File: config.mk
export PLATFORM = sky130hd
export DESIGN_NAME = port_strobe_gen
export DESIGN_NICKNAME = d
export VERILOG_FILES = /design/src/rtl/port_strobe_pkg.sv /design/src/rtl/strobe_seq.sv /design/src/rtl/port_data_regs.sv /design/src/rtl/port_strobe_gen.sv
export SDC_FILE = /design/constraint.sdc
export NUM_CORES = 1
export LEC_CHECK = 0
export BUFFER_PORTS_ARGS = -buffer_cell sky130_fd_sc_hd__buf_4
export CORE_MARGIN = 5
export CORE_UTILIZATION = 48
export CTS_BUF_LIST = sky130_fd_sc_hd__clkbuf_4
export DETAILED_ROUTE_END_ITERATION = 8
export GPL_TIMING_DRIVEN = 0
export PLACE_DENSITY = 0.87
export SYNTH_ARGS = -nofsm -noshare
export SYNTH_HDL_FRONTEND = slang
export SYNTH_SLANG_ARGS = --single-unit
File: constraint.sdc
create_clock -name clk -period 1.5 [get_ports clk]
set_input_delay 0.45 -clock clk [delete_from_list [all_inputs] [get_ports clk]]
set_output_delay 0.45 -clock clk [all_outputs]
set_load 0.005 [all_outputs]
File: src/rtl/port_strobe_pkg.sv
// Package: default timing and width constants shared by the strobe generator.
// Assumes one clock domain; all values are counted in clock cycles.
package port_strobe_pkg;
    localparam int DATA_W_DEF   = 8;
    localparam int WR_LEAD_DEF  = 2;
    localparam int RD_LEAD_DEF  = 3;
    localparam int PULSE_W_DEF  = 2;
    localparam int NUM_CH       = 2;
    localparam int CH_WR        = 0;
    localparam int CH_RD        = 1;
endpackage

File: src/rtl/strobe_seq.sv
// strobe_seq: one delayed-pulse channel.
// The counter loads 1 on an accepted trigger and counts up to LEAD + WIDTH,
// then returns to 0. The strobe is low while the count is above LEAD.
// A trigger during a run reloads 1 (restart, no merge). A low enable clears
// the count and forces the strobe high in the same cycle.
// Assumes a one-cycle trigger pulse and LEAD >= 1, WIDTH >= 1.
module strobe_seq #(
    parameter int LEAD  = 2,
    parameter int WIDTH = 2
) (
    input  logic clk,
    input  logic rst_n,
    input  logic enable,
    input  logic trigger,
    output logic strobe_n
);
    localparam int LAST = LEAD + WIDTH;
    localparam int CW   = $clog2(LAST + 1);

    logic [CW-1:0] cnt;

    // Delay and pulse counter: load, advance, wrap or clear.
    always_ff @(posedge clk) begin
        if (!rst_n) begin
            cnt <= '0;
        end else if (!enable) begin
            cnt <= '0;
        end else if (trigger) begin
            cnt <= CW'(1);
        end else if (cnt != '0) begin
            cnt <= (cnt == CW'(LAST)) ? '0 : cnt + CW'(1);
        end
    end

    // Strobe decode, gated by the enable so clearing it releases at once.
    always_comb begin
        strobe_n = !(enable && (cnt > CW'(LEAD)));
    end
endmodule

File: src/rtl/port_data_regs.sv
// port_data_regs: the port output register and the read capture register.
// Both load on their access pulse only and ignore the strobe enable.
// Assumes pins_in is already synchronous to clk.
module port_data_regs #(
    parameter int DATA_W = 8
) (
    input  logic              clk,
    input  logic              rst_n,
    input  logic              wr_acc,
    input  logic              rd_acc,
    input  logic [DATA_W-1:0] wdata,
    input  logic [DATA_W-1:0] pins,
    output logic [DATA_W-1:0] out_q,
    output logic [DATA_W-1:0] cap_q
);
    // Output register: loads write data on a write access.
    always_ff @(posedge clk) begin
        if (!rst_n)      out_q <= '0;
        else if (wr_acc) out_q <= wdata;
    end

    // Read capture: samples the pins on the read access edge only.
    always_ff @(posedge clk) begin
        if (!rst_n)      cap_q <= '0;
        else if (rd_acc) cap_q <= pins;
    end
endmodule

File: src/rtl/port_strobe_gen.sv
// port_strobe_gen: top of the port access strobe generator.
// It holds the port data registers and two independent strobe channels:
// the write channel has a lead of WR_LEAD cycles and the read channel a lead
// of RD_LEAD cycles. Each channel pulses low for PULSE_W cycles.
// Assumes cpu_wr and cpu_rd are single-cycle pulses in the clk domain.
module port_strobe_gen
    import port_strobe_pkg::*;
#(
    parameter int DATA_W  = DATA_W_DEF,
    parameter int WR_LEAD = WR_LEAD_DEF,
    parameter int RD_LEAD = RD_LEAD_DEF,
    parameter int PULSE_W = PULSE_W_DEF
) (
    input  logic              clk,
    input  logic              rst_n,
    input  logic              stb_en,
    input  logic              cpu_wr,
    input  logic              cpu_rd,
    input  logic [DATA_W-1:0] cpu_wdata,
    input  logic [DATA_W-1:0] pins_in,
    output logic [DATA_W-1:0] port_out,
    output logic [DATA_W-1:0] cpu_rdata,
    output logic              rd_n,
    output logic              wr_n
);
    logic [NUM_CH-1:0] trig_v;
    logic [NUM_CH-1:0] stb_n_v;

    // Channel trigger mapping.
    always_comb begin
        trig_v[CH_WR] = cpu_wr;
        trig_v[CH_RD] = cpu_rd;
    end

    port_data_regs #(.DATA_W(DATA_W)) u_regs (
        .clk    (clk),
        .rst_n  (rst_n),
        .wr_acc (cpu_wr),
        .rd_acc (cpu_rd),
        .wdata  (cpu_wdata),
        .pins   (pins_in),
        .out_q  (port_out),
        .cap_q  (cpu_rdata)
    );

    for (genvar ch = 0; ch < NUM_CH; ch++) begin : g_ch
        localparam int LEAD = (ch == CH_WR) ? WR_LEAD : RD_LEAD;
        strobe_seq #(.LEAD(LEAD), .WIDTH(PULSE_W)) u_seq (
            .clk      (clk),
            .rst_n    (rst_n),
            .enable   (stb_en),
            .trigger  (trig_v[ch]),
            .strobe_n (stb_n_v[ch])
        );
    end

    assign wr_n = stb_n_v[CH_WR];
    assign rd_n = stb_n_v[CH_RD];
endmodule

==> flow_summary.toml <==
[outcome]
status = "complete, but fails checks"
failed_checks = "negative setup slack"

[timing]
fmax_mhz = 594
setup_ws_ns = -0.184
min_period_over_period_pct = 112
relSlewSlack_pct = 79.7
final_max_slew_viol_count = 0
finalSetupViolations = 2
grt_setup_unrepaired = "yes"
hold_viol_final = 0
tightest_slew_ns = 0.304
min_period_ns = 1.68
fin_skew_ns = 0.00109

[critical_path]
crit_chain = "and2_4, ha_4, nor2b_1, o21ai_1, buf_4"
critPathTopFamily = "flip-flops"
cp_num_buf_inv = 1
worst_path_max_delay_cell = "dfxtp_2"
end_kind = "primary output"
r2r-start = "g_ch[0].u_seq.cnt[0]"
critPathCapture = "rd_n"
rr_endpoint = "g_ch[0].u_seq.cnt[0]"
crit_required_ns = 1.05
criticalPathCategory = "flip-flop to primary output"
path_depth = 5
crit_path_start_kind = "flip-flop"
rr_worst_depth = 5
cpPeakStageDelay_ns = 0.34
path_max_fanout = 2
rrSetupSlack_ns = 0.34
startpoint = "g_ch[1].u_seq.cnt[0]"
worst_ep_arrival_time_ns = 1.23

[cts]
root_buffer = "clkbuf_4"
cts.sinks = 22
cts_tree = "yes"
clk_path_buf_depth = 2
htreeDepth = 1
numCtsBuffers = 3
cts.reportedPaths.clkPinSlew_ns = 0.12
clk_latency_ns = 0.31

[drt]
drt_iter0_drc = 2
drcViolationCount = 0
dr.pass1.iters = 4
drt-total-wl_um = 2110
ant_nets = 0
wl_per_cell_um = 13.1
dr_total_vias = 772
viasPerCell = 4.80

[placed_design]
dpl.hpwl_um = 1580
portBuffers = 37
place.gp.congestion = 0.680
post-place-ws_ns = 0.0527
placed_area_sq_um = 1260
place_inst = 152

[layout]
final_nets = 160
syn2layout_area_growth_pct = 43.6
finalInstanceArea_sq_um = 1360
antenna_cells = 0
finish.utilization_pct = 70.6
final_cells = 161
final_common_cell = "buf_4"
layout_common_cells = "43 x buf_4, 18 x nor2b_1, 17 x dfxtp_1"
ff_latch_area_sq_um = 449
multiInputGateArea_sq_um = 497
fill_cells = 160
drive_gt1_share_pct = 44.0

[global_routing]
grt_pass1_wl_um = 3280
grt_pass1_vias = 733
grt_antenna_before_repair = 0
grt_max_degree = 13
grt_overflow = 0
grt_usage_pct = 15.5

[synthesis]
synthArstFlopShare_pct = 0
syn_nets = 113
ys_seq_area_share_pct = 46.6
synth-edff-count = 0
synth_cell_types = 21
ys_warn_count = 0
syn-cell-area_sq_um = 945
synth_flop_cell = "dfxtp_1"
ys_ff_latch = 22
syn-instance-count = 88
syn_area_per_cell_sq_um = 10.7

[power]
pwr-share-clk_pct = 25.6
netSwitchingPower_uw = 263
p_seq_share_pct = 57.9
p_per_area_nw_per_um2 = 798
p_comb_share_pct = 16.5
leakage_uw = 0.000613
peakVddDrop_v = 0.000777
swShare_pct = 24.3
p_int_uw = 820

[floorplanning]
dieArea_sq_um = 2960
initial_utilization_pct = 49.2
num_rows = 16
die_width_um = 54.4
io_pins = 39
design.core.area_sq_um = 1920
die_y_um = 54.4

[min_path]
hold_class = "input port to flip-flop"

[flow_run]
maxCapViolations = 0
-- routing by layer --
| layer | track usage, % | wire (um) | vias to the layer above |
|---|---|---|---|
| met3 | 7.36 | 199 | 3 |
| li1 | - | - | 386 |
| met5 | 0 | 0 | - |
| met2 | 25.9 | 1040 | 28 |
| met4 | 4.98 | 24 | 0 |
| met1 | 17.2 | 841 | 355 |
-- cell usage after synthesis, types with 2 or more instances --
master | count | area share [%]
a21oi_1 | 3 | 1.6
dfxtp_1 | 22 | 47
ha_1 | 4 | 5.3
inv_1 | 5 | 2.0
mux2i_1 | 16 | 17
nand2b_1 | 2 | 1.3
nand3b_1 | 3 | 2.4
nor2b_1 | 18 | 12
o21ai_0 | 2 | 1.1
xnor2_1 | 2 | 1.9
-- cell families after synthesis --
kind of cell,share of synthesized area [%]
simple gates,18.1
flops,46.6
mux,17.0
compound gates,7.42
buf+inv,3.71
fa+ha+maj,5.30
xor+xnor,1.85
-- repair_timing --
item / in CTS / in global routing
hold buffers: 0 / 0
gates resized for setup: 10 / 4
pin swaps: 1 / 3
setup endpoints to repair: 2 / 2
buffers inserted: 3 / 2
cloned: 0 / 0
-- state kept, by name, indices dropped and copies added (netlist names) --
signal and flops:
g_ch.u_seq.cnt 6, u_regs.cap_q 8, u_regs.out_q 8
-- through the flow --
step	total power [uW]	hold WS, ns	setup TNS (ns)
final	1080	0.390	-0.279
after CTS	1080	0.392	-0.330
after global placement	802	0.489	0
after detailed placement	810	0.505	0
after floorplan	716	0.480	0
after global routing	1120	0.394	-0.410
-- worst reg2reg max path: stages, from the launching register on --
cell and delay, ns:
dfxtp_2 0.35, inv_2 0.05, buf_4 0.12, ha_1 0.24, o21ba_2 0.21, a21oi_1 0.12
-- worst min-delay path by stage --
| stage | startpoint | end | slack, ns | cells past startpoint |
|---|---|---|---|---|
| global route | pins_in[0] | u_regs.cap_q[0] | 0.39 | 3 |
| finish | cpu_wdata[4] | u_regs.out_q[4] | 0.39 | 3 |
| global placement | g_ch[1].u_seq.cnt[1] | g_ch[1].u_seq.cnt[2] | 0.49 | 2 |
| floorplan | g_ch[1].u_seq.cnt[1] | g_ch[1].u_seq.cnt[2] | 0.48 | 2 |
| detailed placement | u_regs.out_q[4] | u_regs.out_q[4] | 0.51 | 2 |
| CTS | cpu_wdata[4] | u_regs.out_q[4] | 0.39 | 3 |
-- power by group through the flow --
| stage | Combinational [uW] | Clock (uW) | Sequential [uW] |
|---|---|---|---|
| after global routing | 197 | 296 | 631 |
| after CTS | 175 | 273 | 628 |
| after detailed placement | 169 | 0 | 642 |
| after floorplan | 72.9 | 0 | 643 |
| after global placement | 162 | 0 | 640 |
| final | 178 | 277 | 627 |
-- cell type report --
| type | count | area share, % |
|---|---|---|
| plain buffers | 3 | 1.20 |
| multi-input cells | 58 | 36.6 |
| clock buffers | 3 | 1.66 |
| inverters | 5 | 1.38 |
| well taps | 27 | 2.49 |
| clock inverters | 1 | 0.277 |
| repair buffers | 42 | 23.2 |
| flip-flops and latches | 22 | 33.1 |
Power figures use the tool's default switching activity.
